===== src/rtl/rwseq_pkg.sv =====
package rwseq_pkg;
  typedef enum logic [2:0] {
    PH_IDLE, PH_READ, PH_TURN, PH_WRITE, PH_SAMPLE, PH_AUTO
  } phase_e;

  typedef enum logic [1:0] {
    OP_FLASH, OP_DOMCLR, OP_APPLY, OP_RSVD
  } op_e;

  typedef enum logic [1:0] {
    RSP_OK, RSP_NOT_APPLIED, RSP_CFG_REJECT, RSP_BAD_OP
  } rsp_e;

  function automatic int imax(input int a, input int b);
    return (a > b) ? a : b;
  endfunction

  function automatic int clamp1(input int a);
    return (a < 1) ? 1 : a;
  endfunction
endpackage


===== src/rtl/rwseq_phase_timer.sv =====
module rwseq_phase_timer
  import rwseq_pkg::*;
#(
  parameter int RD_LEN = 2,
  parameter int TA_LEN = 1,
  parameter int WR_LEN = 3,
  parameter int SM_LEN = 1,
  parameter int AR_LEN = 2
) (
  input  logic   clk_i,
  input  logic   rst_ni,
  input  logic   start_i,
  output phase_e phase_o,
  output logic   last_o
);
  localparam int RD_L    = clamp1(RD_LEN);
  localparam int TA_L    = clamp1(TA_LEN);
  localparam int WR_L    = clamp1(WR_LEN);
  localparam int SM_L    = clamp1(SM_LEN);
  localparam int AR_L    = clamp1(AR_LEN);
  localparam int MAX_L   = imax(imax(imax(RD_L, TA_L), imax(WR_L, SM_L)), AR_L);
  localparam int CNT_W   = (MAX_L < 2) ? 1 : $clog2(MAX_L);

  phase_e           phase_q, phase_nx;
  logic [CNT_W-1:0] cnt_q;
  logic [CNT_W-1:0] lim;

  always_comb begin
    lim      = '0;
    phase_nx = PH_IDLE;
    unique case (phase_q)
      PH_READ:   begin lim = CNT_W'(RD_L - 1); phase_nx = PH_TURN;   end
      PH_TURN:   begin lim = CNT_W'(TA_L - 1); phase_nx = PH_WRITE;  end
      PH_WRITE:  begin lim = CNT_W'(WR_L - 1); phase_nx = PH_SAMPLE; end
      PH_SAMPLE: begin lim = CNT_W'(SM_L - 1); phase_nx = PH_AUTO;   end
      PH_AUTO:   begin lim = CNT_W'(AR_L - 1); phase_nx = PH_IDLE;   end
      default:   begin lim = '0;               phase_nx = PH_IDLE;   end
    endcase
  end

  assign last_o  = (phase_q != PH_IDLE) && (cnt_q == lim);
  assign phase_o = phase_q;

  always_ff @(posedge clk_i or negedge rst_ni) begin
    if (!rst_ni) begin
      phase_q <= PH_IDLE;
      cnt_q   <= '0;
    end else if (phase_q == PH_IDLE) begin
      if (start_i) begin
        phase_q <= PH_READ;
        cnt_q   <= '0;
      end
    end else if (last_o) begin
      phase_q <= phase_nx;
      cnt_q   <= '0;
    end else begin
      cnt_q <= cnt_q + 1'b1;
    end
  end
endmodule


===== src/rtl/rwseq_dom_decode.sv =====
module rwseq_dom_decode #(
  parameter int NUM_TILES = 8,
  parameter int DOM_W     = 4,
  localparam int MASK_W   = 1 << DOM_W
) (
  input  logic [NUM_TILES*DOM_W-1:0] dom_id_i,
  input  logic [MASK_W-1:0]          mask_i,
  output logic [NUM_TILES-1:0]       hit_o
);
  for (genvar t = 0; t < NUM_TILES; t++) begin : g_tile
    assign hit_o[t] = mask_i[dom_id_i[t*DOM_W +: DOM_W]];
  end
endmodule


===== src/rtl/rwseq_readout.sv =====
module rwseq_readout #(
  parameter int BUS_LANES = 16,
  parameter int RD_LANES  = 8,
  parameter int LVL_W     = 16
) (
  input  logic                       clk_i,
  input  logic                       rst_ni,
  input  logic                       capture_i,
  input  logic [BUS_LANES*LVL_W-1:0] bus_i,
  output logic [RD_LANES*LVL_W-1:0]  readout_o
);
  for (genvar k = 0; k < RD_LANES; k++) begin : g_lane
    logic [LVL_W-1:0] lvl_q;
    always_ff @(posedge clk_i or negedge rst_ni) begin
      if (!rst_ni)        lvl_q <= '0;
      else if (capture_i) lvl_q <= bus_i[k*LVL_W +: LVL_W];
    end
    assign readout_o[k*LVL_W +: LVL_W] = lvl_q;
  end
endmodule


===== src/rtl/rw_cycle_seq.sv =====
module rw_cycle_seq
  import rwseq_pkg::*;
#(
  parameter int NUM_TILES = 8,
  parameter int DOM_W     = 4,
  parameter int BUS_LANES = 16,
  parameter int RD_LANES  = 8,
  parameter int LVL_W     = 16,
  parameter int RD_LEN    = 2,
  parameter int TA_LEN    = 1,
  parameter int WR_LEN    = 3,
  parameter int SM_LEN    = 1,
  parameter int AR_LEN    = 2,
  localparam int MASK_W   = 1 << DOM_W
) (
  input  logic                           clk_i,
  input  logic                           rst_ni,
  input  logic                           cmd_valid_i,
  output logic                           cmd_ready_o,
  input  logic [1:0]                     cmd_op_i,
  input  logic [MASK_W-1:0]              cmd_mask_i,
  input  logic                           cfg_ok_i,
  output logic                           rsp_valid_o,
  output logic [1:0]                     rsp_code_o,
  output logic                           applied_o,
  input  logic [NUM_TILES*DOM_W-1:0]     dom_id_i,
  output logic [NUM_TILES-1:0]           tile_clr_o,
  input  logic                           auto_en_i,
  input  logic [MASK_W-1:0]              auto_mask_i,
  input  logic                           ovf_i,
  input  logic                           collide_i,
  output logic                           ph_read_o,
  output logic                           ph_turn_o,
  output logic                           ph_write_o,
  output logic                           ph_sample_o,
  output logic                           ph_auto_o,
  output logic                           cond_oe_o,
  output logic                           isl_oe_o,
  input  logic [BUS_LANES*LVL_W-1:0]     bus_i,
  output logic [RD_LANES*LVL_W-1:0]      readout_o,
  output logic [31:0]                    flags_o,
  output logic                           done_o
);
  phase_e               phase;
  logic                 last;
  logic                 accept, start;
  op_e                  op;
  logic                 applied_q;
  rsp_e                 rsp_q;
  logic                 rsp_v_q, done_q;
  logic [NUM_TILES-1:0] clr_q, cmd_hit, auto_hit;
  logic                 ovf_acc_q, col_acc_q;
  logic [31:0]          flags_q;
  logic                 in_window;

  assign op          = op_e'(cmd_op_i);
  assign cmd_ready_o = (phase == PH_IDLE);
  assign accept      = cmd_valid_i && cmd_ready_o;
  assign start       = accept && (op == OP_FLASH) && applied_q;
  assign in_window   = (phase == PH_READ) || (phase == PH_TURN) ||
                       (phase == PH_WRITE) || (phase == PH_SAMPLE);

  rwseq_phase_timer #(
    .RD_LEN(RD_LEN), .TA_LEN(TA_LEN), .WR_LEN(WR_LEN),
    .SM_LEN(SM_LEN), .AR_LEN(AR_LEN)
  ) u_timer (
    .clk_i   (clk_i),
    .rst_ni  (rst_ni),
    .start_i (start),
    .phase_o (phase),
    .last_o  (last)
  );

  rwseq_dom_decode #(.NUM_TILES(NUM_TILES), .DOM_W(DOM_W)) u_cmd_dec (
    .dom_id_i (dom_id_i),
    .mask_i   (cmd_mask_i),
    .hit_o    (cmd_hit)
  );

  rwseq_dom_decode #(.NUM_TILES(NUM_TILES), .DOM_W(DOM_W)) u_auto_dec (
    .dom_id_i (dom_id_i),
    .mask_i   (auto_mask_i),
    .hit_o    (auto_hit)
  );

  rwseq_readout #(
    .BUS_LANES(BUS_LANES), .RD_LANES(RD_LANES), .LVL_W(LVL_W)
  ) u_readout (
    .clk_i     (clk_i),
    .rst_ni    (rst_ni),
    .capture_i ((phase == PH_WRITE) && last),
    .bus_i     (bus_i),
    .readout_o (readout_o)
  );

  always_ff @(posedge clk_i or negedge rst_ni) begin
    if (!rst_ni) begin
      applied_q <= 1'b0;
      rsp_q     <= RSP_OK;
      rsp_v_q   <= 1'b0;
      done_q    <= 1'b0;
      clr_q     <= '0;
      ovf_acc_q <= 1'b0;
      col_acc_q <= 1'b0;
      flags_q   <= '0;
    end else begin
      rsp_v_q <= 1'b0;
      done_q  <= 1'b0;
      clr_q   <= '0;
      if (accept) begin
        rsp_v_q <= 1'b1;
        unique case (op)
          OP_FLASH: begin
            if (applied_q) begin
              rsp_v_q   <= 1'b0;  // answered at cycle end
              ovf_acc_q <= 1'b0;
              col_acc_q <= 1'b0;
            end else begin
              rsp_q <= RSP_NOT_APPLIED;
            end
          end
          OP_DOMCLR: begin
            if (applied_q) begin
              clr_q <= cmd_hit;
              rsp_q <= RSP_OK;
            end else begin
              rsp_q <= RSP_NOT_APPLIED;
            end
          end
          OP_APPLY: begin
            if (cfg_ok_i) begin
              clr_q     <= '1;
              applied_q <= 1'b1;
              rsp_q     <= RSP_OK;
            end else begin
              rsp_q <= RSP_CFG_REJECT;
            end
          end
          default: rsp_q <= RSP_BAD_OP;
        endcase
      end
      if (in_window) begin
        ovf_acc_q <= ovf_acc_q | ovf_i;
        col_acc_q <= col_acc_q | collide_i;
      end
      if ((phase == PH_SAMPLE) && last && auto_en_i) clr_q <= auto_hit;
      if ((phase == PH_AUTO) && last) begin
        done_q  <= 1'b1;
        rsp_v_q <= 1'b1;
        rsp_q   <= RSP_OK;
        flags_q <= {29'd0, col_acc_q, ovf_acc_q, 1'b1};
      end
    end
  end

  assign rsp_valid_o = rsp_v_q;
  assign rsp_code_o  = rsp_q;
  assign applied_o   = applied_q;
  assign tile_clr_o  = clr_q;
  assign flags_o     = flags_q;
  assign done_o      = done_q;
  assign ph_read_o   = (phase == PH_READ);
  assign ph_turn_o   = (phase == PH_TURN);
  assign ph_write_o  = (phase == PH_WRITE);
  assign ph_sample_o = (phase == PH_SAMPLE);
  assign ph_auto_o   = (phase == PH_AUTO);
  assign cond_oe_o   = ph_read_o;
  assign isl_oe_o    = ph_write_o;
endmodule


===== config.mk =====
export PLATFORM = sky130hd
export DESIGN_NAME = rw_cycle_seq
export DESIGN_NICKNAME = d
export VERILOG_FILES = /design/src/rtl/rwseq_pkg.sv /design/src/rtl/rwseq_phase_timer.sv /design/src/rtl/rwseq_dom_decode.sv /design/src/rtl/rwseq_readout.sv /design/src/rtl/rw_cycle_seq.sv
export SDC_FILE = /design/constraint.sdc
export NUM_CORES = 1
export LEC_CHECK = 0
export BUFFER_PORTS_ARGS = -buffer_cell sky130_fd_sc_hd__buf_2
export CORE_AREA = 2 2 200 202
export DETAILED_ROUTE_END_ITERATION = 7
export DIE_AREA = 0 0 202 204
export PLACE_DENSITY = 0.44
export SYNTH_ARGS = -nofsm -noshare
export SYNTH_HDL_FRONTEND = slang
export SYNTH_SLANG_ARGS = --single-unit

===== constraint.sdc =====
create_clock -name clk_i -period 3.9 [get_ports clk_i]
set_input_delay 0.78 -clock clk_i [delete_from_list [all_inputs] [get_ports clk_i]]
set_output_delay 0.78 -clock clk_i [all_outputs]
set_load 0.02 [all_outputs]

== Word-level counts from Yosys, hierarchy flattened ==
Cells that the tools add are included.

* Flip-flop bits (word level): 151
* Bits in latches: 0
* RAM bits: 0
* Bits in read-only memories: 0
* Input port bits: 329
* Output and inout bits: 181
* Word-level logic and storage cells: 124
* Memories: 0

* Add/subtract/negate cells: 1
* Multipliers: 0
* Divide/modulo/power cells: 0
* Magnitude comparators: 8
* Equal/unequal tests: 10
* Shifts and indexed selects: 0
* Muxes and demuxes: 61
* Bitwise operators: 2
* Reductions and logical operators: 24

{| class="wikitable"
|+ Operator list
! kind !! count
|-
| 1-bit binary-select mux with 4-bit select || 16
|-
| 4-bit by 5-bit < comparator with 1-bit output, second input constant || 8
|-
| 8-bit two-way mux || 4
|-
| 1-bit two-way mux || 27
|-
| 8-bit one-hot mux with 2 select lines || 1
|-
| 2-bit two-way mux || 7
|-
| 3-bit one-hot mux with 4 select lines || 1
|-
| 2-bit nonzero test || 5
|-
| 3-bit two-way mux || 3
|-
| 1-bit logical AND || 8
|-
| 3-bit by 2-bit == test with 1-bit output, second input constant || 2
|-
| 3-bit == test, second input constant || 2
|-
| 2-bit one-hot mux with 3 select lines || 1
|-
| 3-bit AND reduction || 2
|-
| 2-bit one-hot mux with 2 select lines || 1
|-
| 2-bit AND reduction || 2
|-
| 3-bit by 1-bit == test with 1-bit output, second input constant || 1
|-
| 3-bit zero test || 1
|-
| 1-bit logical OR || 3
|-
| 3-bit by 2-bit != test with 1-bit output, second input constant || 1
|-
| 3-bit nonzero test || 1
|-
| 2-bit by 1-bit adder with 2-bit output, second input constant || 1
|-
| 2-bit by 1-bit == test with 1-bit output, second input constant || 1
|-
| 2-bit == test || 1
|-
| other kinds (5) || 6
|}

== Longest topological paths before layout ==
* Depth in word-level cells: 8
* Depth in mapped cells: 6
* Gate-level depth less buffers: 5

== By module ==
A second synthesis with hierarchy kept.

* Cells, all modules: 545
* Area, all modules: 8518.2 um2

{| class="wikitable"
|+ By module, submodules not included
! module !! times used !! cells an instance !! area each (um2) !! seq. area each (um2)
|-
| rwseq_readout || 1 || 270 || 4822.1 || 3203.1
|-
| rwseq_dom_decode || 2 || 56 || 1081.0 || 0.0
|-
| rw_cycle_seq || 1 || 115 || 1133.6 || 450.4
|-
| rwseq_phase_timer || 1 || 48 || 400.4 || 125.1
|}

== Worst setup path before layout ==
OpenSTA, ideal clock, no wires.

* Path type: input -> register
* Start point: in dom_id_i[0]
* End point: reg clr_q[0], in the netlist tile_clr_o[0]
* Setup time: 0.139 ns
* Data arrival time: 2.097 ns
* Required time: 3.761 ns
* Slack: 1.664 ns
* Cell stages on the path: 5
* Buffers on the path: 1
* Cells stage by stage: buf_6 > mux4_1 > nand3b_1 > a41oi_1 > or4_1

* Word-level cells in the longest chain between the ends: 6
* Elaborated cells on any way between the ends: 8
* Classes of those cells: mux: 8

{| class="wikitable"
|+ RTL lines
! what !! line !! source
|-
| start: declaration || rw_cycle_seq.sv:26 || <nowiki>input logic [NUM_TILES*DOM_W-1:0] dom_id_i,</nowiki>
|-
| 1-bit binary-select mux with 4-bit select || rwseq_dom_decode.sv:11 || <nowiki>assign hit_o[t] = mask_i[dom_id_i[t*DOM_W +: DOM_W]];</nowiki>
|-
| 1-bit two-way mux (implied by the code) || rwseq_dom_decode.sv:11 ||
|-
| 8-bit two-way mux || rw_cycle_seq.sv:123 || <nowiki>if (applied_q) begin</nowiki>
|-
| 8-bit one-hot mux with 2 select lines || rw_cycle_seq.sv:112 || <nowiki>unique case (op)</nowiki>
|-
| 8-bit two-way mux || rw_cycle_seq.sv:110 || <nowiki>if (accept) begin</nowiki>
|-
| 8-bit two-way mux * || rw_cycle_seq.sv:146 || <nowiki>if ((phase == PH_SAMPLE) && last && auto_en_i) clr_q <= auto_hit;</nowiki>
|-
| end signal: assignment || rw_cycle_seq.sv:124 || <nowiki>clr_q <= cmd_hit;</nowiki>
|-
| end signal: assignment || rw_cycle_seq.sv:146 ||
|-
| end: declaration || rw_cycle_seq.sv:51 || <nowiki>logic [NUM_TILES-1:0] clr_q, cmd_hit, auto_hit;</nowiki>
|}

Mark *: on every way between the ends. The rest lies on a longest branch, timed or not. The select of a mux whose other input is x is not followed.
A chain may end at the register's enable or synchronous reset.

== Worst setup path in the final report ==
* Start point: reg u_timer.phase_q[0], in the netlist u_timer.phase_o[0]
* End point: out cond_oe_o

* Word-level cells in the longest chain between the ends: 1

{| class="wikitable"
|+ RTL lines
! what !! line !! source
|-
| start: declaration || rwseq_phase_timer.sv:24 || <nowiki>phase_e phase_q, phase_nx;</nowiki>
|-
| start signal: assignment || rwseq_phase_timer.sv:54 || <nowiki>phase_q <= phase_nx;</nowiki>
|-
| 3-bit by 1-bit == test with 1-bit output || rw_cycle_seq.sv:162 || <nowiki>assign ph_read_o = (phase == PH_READ);</nowiki>
|-
| end: declaration || rw_cycle_seq.sv:37 || <nowiki>output logic cond_oe_o,</nowiki>
|}

No other way between the ends.

==> run metrics <==
highest attainable clock frequency 0.350 GHz; I/O pin count 510; number of enable flip-flop cells after synthesis 0; detailed router's first-iteration violation count 281; number of standard cells in the layout, taps in and fillers out 1486; dominant synthesized flop cell sky130_fd_sc_hd__dfrtp_1; Routability Congestion 0.843; Synth Instances 619; register clock-pin slew on the reported worst setup and hold paths 0.07 ns; largest clock skew in the final design 0.0110 ns; largest voltage drop on the vdd net 308 µV; Worst slew margin 0.533; effective utilization at floorplan 0.218; Die Wd 202 µm; Static Leak 0.00511 µW; Distinct cells, synth 49; crit end category output pin; net total in the final layout 1280; Total Power Consumption 7290 µW; hold buffer count at CTS 0; slew at the pin with the worst max-slew slack 0.700 ns; max_cap viols 0; area of the multi-input gates 0.00430 mm²; met3 layer wire length in the routed design 2060 µm; final cycle utilization of the critical path 0.732; TritonCTS buffer count 17; maximum fanout along the worst path 19; endpoint arrival time on the critical path 2.07 ns; DIE HEIGHT 204 µm; Filler Cell Count 4091; worst hold margin 0.326 ns; fraction of registers with async set/reset 1.00; footprint of the flip-flops and latches 0.00378 mm²; run status complete, no violations; hold violation count in the final report 0; cell count after placement 1453; post-layout min period 2.85 ns; initial antenna violation count 1; highest metal layer with signal wires met5; # rows 73; area of the mapped netlist 0.00855 mm²; number of endpoints failing setup at the final stage 0; Critical Path Source Type register; largest cells by area after synthesis sky130_fd_sc_hd__dfrtp_1 (44%), sky130_fd_sc_hd__mux2_1 (18%), sky130_fd_sc_hd__mux4_1 (13%); routed via count 6567; path type of the worst min-delay path primary input to async pin; critical path start-end classification register to output pin; mean instance size in the synthesized netlist 13.8 µm²; cell at the slowest stage of the critical path sky130_fd_sc_hd__dfrtp_1; vias in the first global route 6336; Yosys top cell area share 0.442; Clock Latency Late Sink 0.43 ns; pin count of the biggest net entering global routing 69; total grt overflow 0; H-tree depth reported by CTS 4; global-route usage over all layers 0.128; Post-Route Setup TNS 0 ns; Final HPWL DP 21000 µm; yosys warns 0; library cell used as clock root buffer sky130_fd_sc_hd__clkbuf_16; largest buffer count on any clock path 2; setup repair after global routing missed its margin false; TritonCTS clock tree yes; delay of the slowest critical-path stage 0.73 ns; Setup WS pre-CTS 1.12 ns; number of buffers added for setup after CTS 0; global-route wire length before repair 39800 µm; router iterations before antenna repair 4; cell-by-cell listing of the critical path nor2b_1, and2_1, buf_2; area enclosed by the die boundary 0.0412 mm²; Num Clock Sinks 151; top cell types by occurrence after synthesis sky130_fd_sc_hd__dfrtp_1 (151), sky130_fd_sc_hd__mux2_1 (138), sky130_fd_sc_hd__buf_4 (50), sky130_fd_sc_hd__mux4_1 (42), sky130_fd_sc_hd__nor2b_1 (19); register bit count reported by yosys 151; via/cell ratio 4.42; Routed Antenna Nets 0; placeable core region 0.0392 mm²; max-slew violation total from the final report 0; Metal-1 WL 10900 µm; proportion of synthesized chip area in sequential cells 0.442; top-count cell post-synth sky130_fd_sc_hd__dfrtp_1; Pwr per Cell Area 649 mW/mm²; Residual DRC 0; post-cts gate resize count 0; met2 WL post-DR 13400 µm; area added between synthesis and finish 31.4%; wire per inst 18.0 µm; largest area contributor in the netlist sky130_fd_sc_hd__dfrtp_1; share of post-route cells with drive strength above 1 0.425; worst path required time 3.12 ns; minimum setup slack in the final design 1.05 ns; final wirelength 26700 µm; I/O Buffers 352
## layer usage
metal  GRT usage  vias up
met5           0        -
met4      0.0362        2
li1            -     2981
met2       0.220      267
met3      0.0378       19
met1       0.156     3298
## per-stage QoR
step,instance area (µm²),util
finish,11200,0.287
global route,11200,0.287
detailed placement,10600,0.271
global placement,10600,0.271
CTS,11200,0.287
floorplan,8660,-
## final cells by class
| class | count | area share |
|---|---|---|
| Sequential cell | 151 | 0.336 |
| Timing Repair Buffer | 360 | 0.165 |
| Tap cell | 525 | 0.0585 |
| Multi-Input combinational cell | 410 | 0.383 |
| Antenna cell | 1 | 0.000223 |
| Clock inverter | 13 | 0.0151 |
| Inverter | 7 | 0.00234 |
| Clock buffer | 19 | 0.0394 |
## registers in the layout, indices dropped and copies added, names as in the netlist, named ones only
register	count
u_readout.g_lane.lvl_q	128
flags_o	3
rsp_code_o	2
u_timer.phase_o	2
ovf_acc_q	1
tile_clr_o	8
done_o	1
u_timer.cnt_q	2
col_acc_q	1
applied_o	1
rsp_valid_o	1
## report_power, final
part / total, µW / switching (µW) / leakage, µW / internal (µW)
Combinational: 2940 / 1820 / 0.00304 / 1110
Sequential: 2630 / 342 / 0.00177 / 2290
Clock: 1720 / 693 / 0.000296 / 1030
## worst paths after layout
kind                                                startpoint                                        to  slack [ns]  depth (start not counted)
worst max register to register  u_timer.phase_o[0]$_DFFE_PN0P_  u_readout.g_lane[1].lvl_q[9]$_DFFE_PN0P_        1.20                          4
worst min register to register          flags_o[0]$_DFFE_PN0P_                    flags_o[0]$_DFFE_PN0P_        0.46                          1
min in group clk_i                      flags_o[0]$_DFFE_PN0P_                    flags_o[0]$_DFFE_PN0P_        0.46                          1
worst min-delay path                                    rst_ni  u_readout.g_lane[4].lvl_q[9]$_DFFE_PN0P_        0.33                          1
max in group asynchronous                               rst_ni  u_readout.g_lane[0].lvl_q[8]$_DFFE_PN0P_        2.73                          2
worst max-delay path            u_timer.phase_o[0]$_DFFE_PN0P_                                 cond_oe_o        1.05                          3
## layout by cell type (no fill, tap or decap), types with 4 or more instances in the layout
cell	instances
sky130_fd_sc_hd__a2111oi_0	9
sky130_fd_sc_hd__a211oi_1	4
sky130_fd_sc_hd__a21oi_1	5
sky130_fd_sc_hd__a41oi_1	8
sky130_fd_sc_hd__buf_2	351
sky130_fd_sc_hd__buf_4	6
sky130_fd_sc_hd__clkbuf_16	17
sky130_fd_sc_hd__conb_1	29
sky130_fd_sc_hd__dfrtp_1	151
sky130_fd_sc_hd__ha_1	4
sky130_fd_sc_hd__inv_1	6
sky130_fd_sc_hd__mux2_1	138
sky130_fd_sc_hd__mux2i_1	8
sky130_fd_sc_hd__mux4_1	42
sky130_fd_sc_hd__mux4_2	13
sky130_fd_sc_hd__nand2_1	14
sky130_fd_sc_hd__nand2b_1	8
sky130_fd_sc_hd__nand3_1	11
sky130_fd_sc_hd__nand3b_1	16
sky130_fd_sc_hd__nor2_1	17
sky130_fd_sc_hd__nor2b_1	19
sky130_fd_sc_hd__nor3_1	10
sky130_fd_sc_hd__nor4_1	8
sky130_fd_sc_hd__o21ai_0	12
sky130_fd_sc_hd__or4_1	8
## kinds of logic after synthesis
family,count (synthesis),share of synthesized area
adders and majority gates,4,0.00585
DFF,151,0.442
AOI/OAI and AO/OA,51,0.0435
xor gates and xnor gates,1,0.00102
buffers and inverters,86,0.0676
and+or+nand+nor,124,0.0853
muxes,201,0.354
other,1,0.000439
## worst max-delay path: cells and delay by family (launching register included)
family | cells | cell delay [ns]
and+or+nand+nor | 2 | 0.69
buffers and inverters | 1 | 0.22
DFF | 1 | 0.73
No activity file was read; power rests on OpenSTA's default activity.
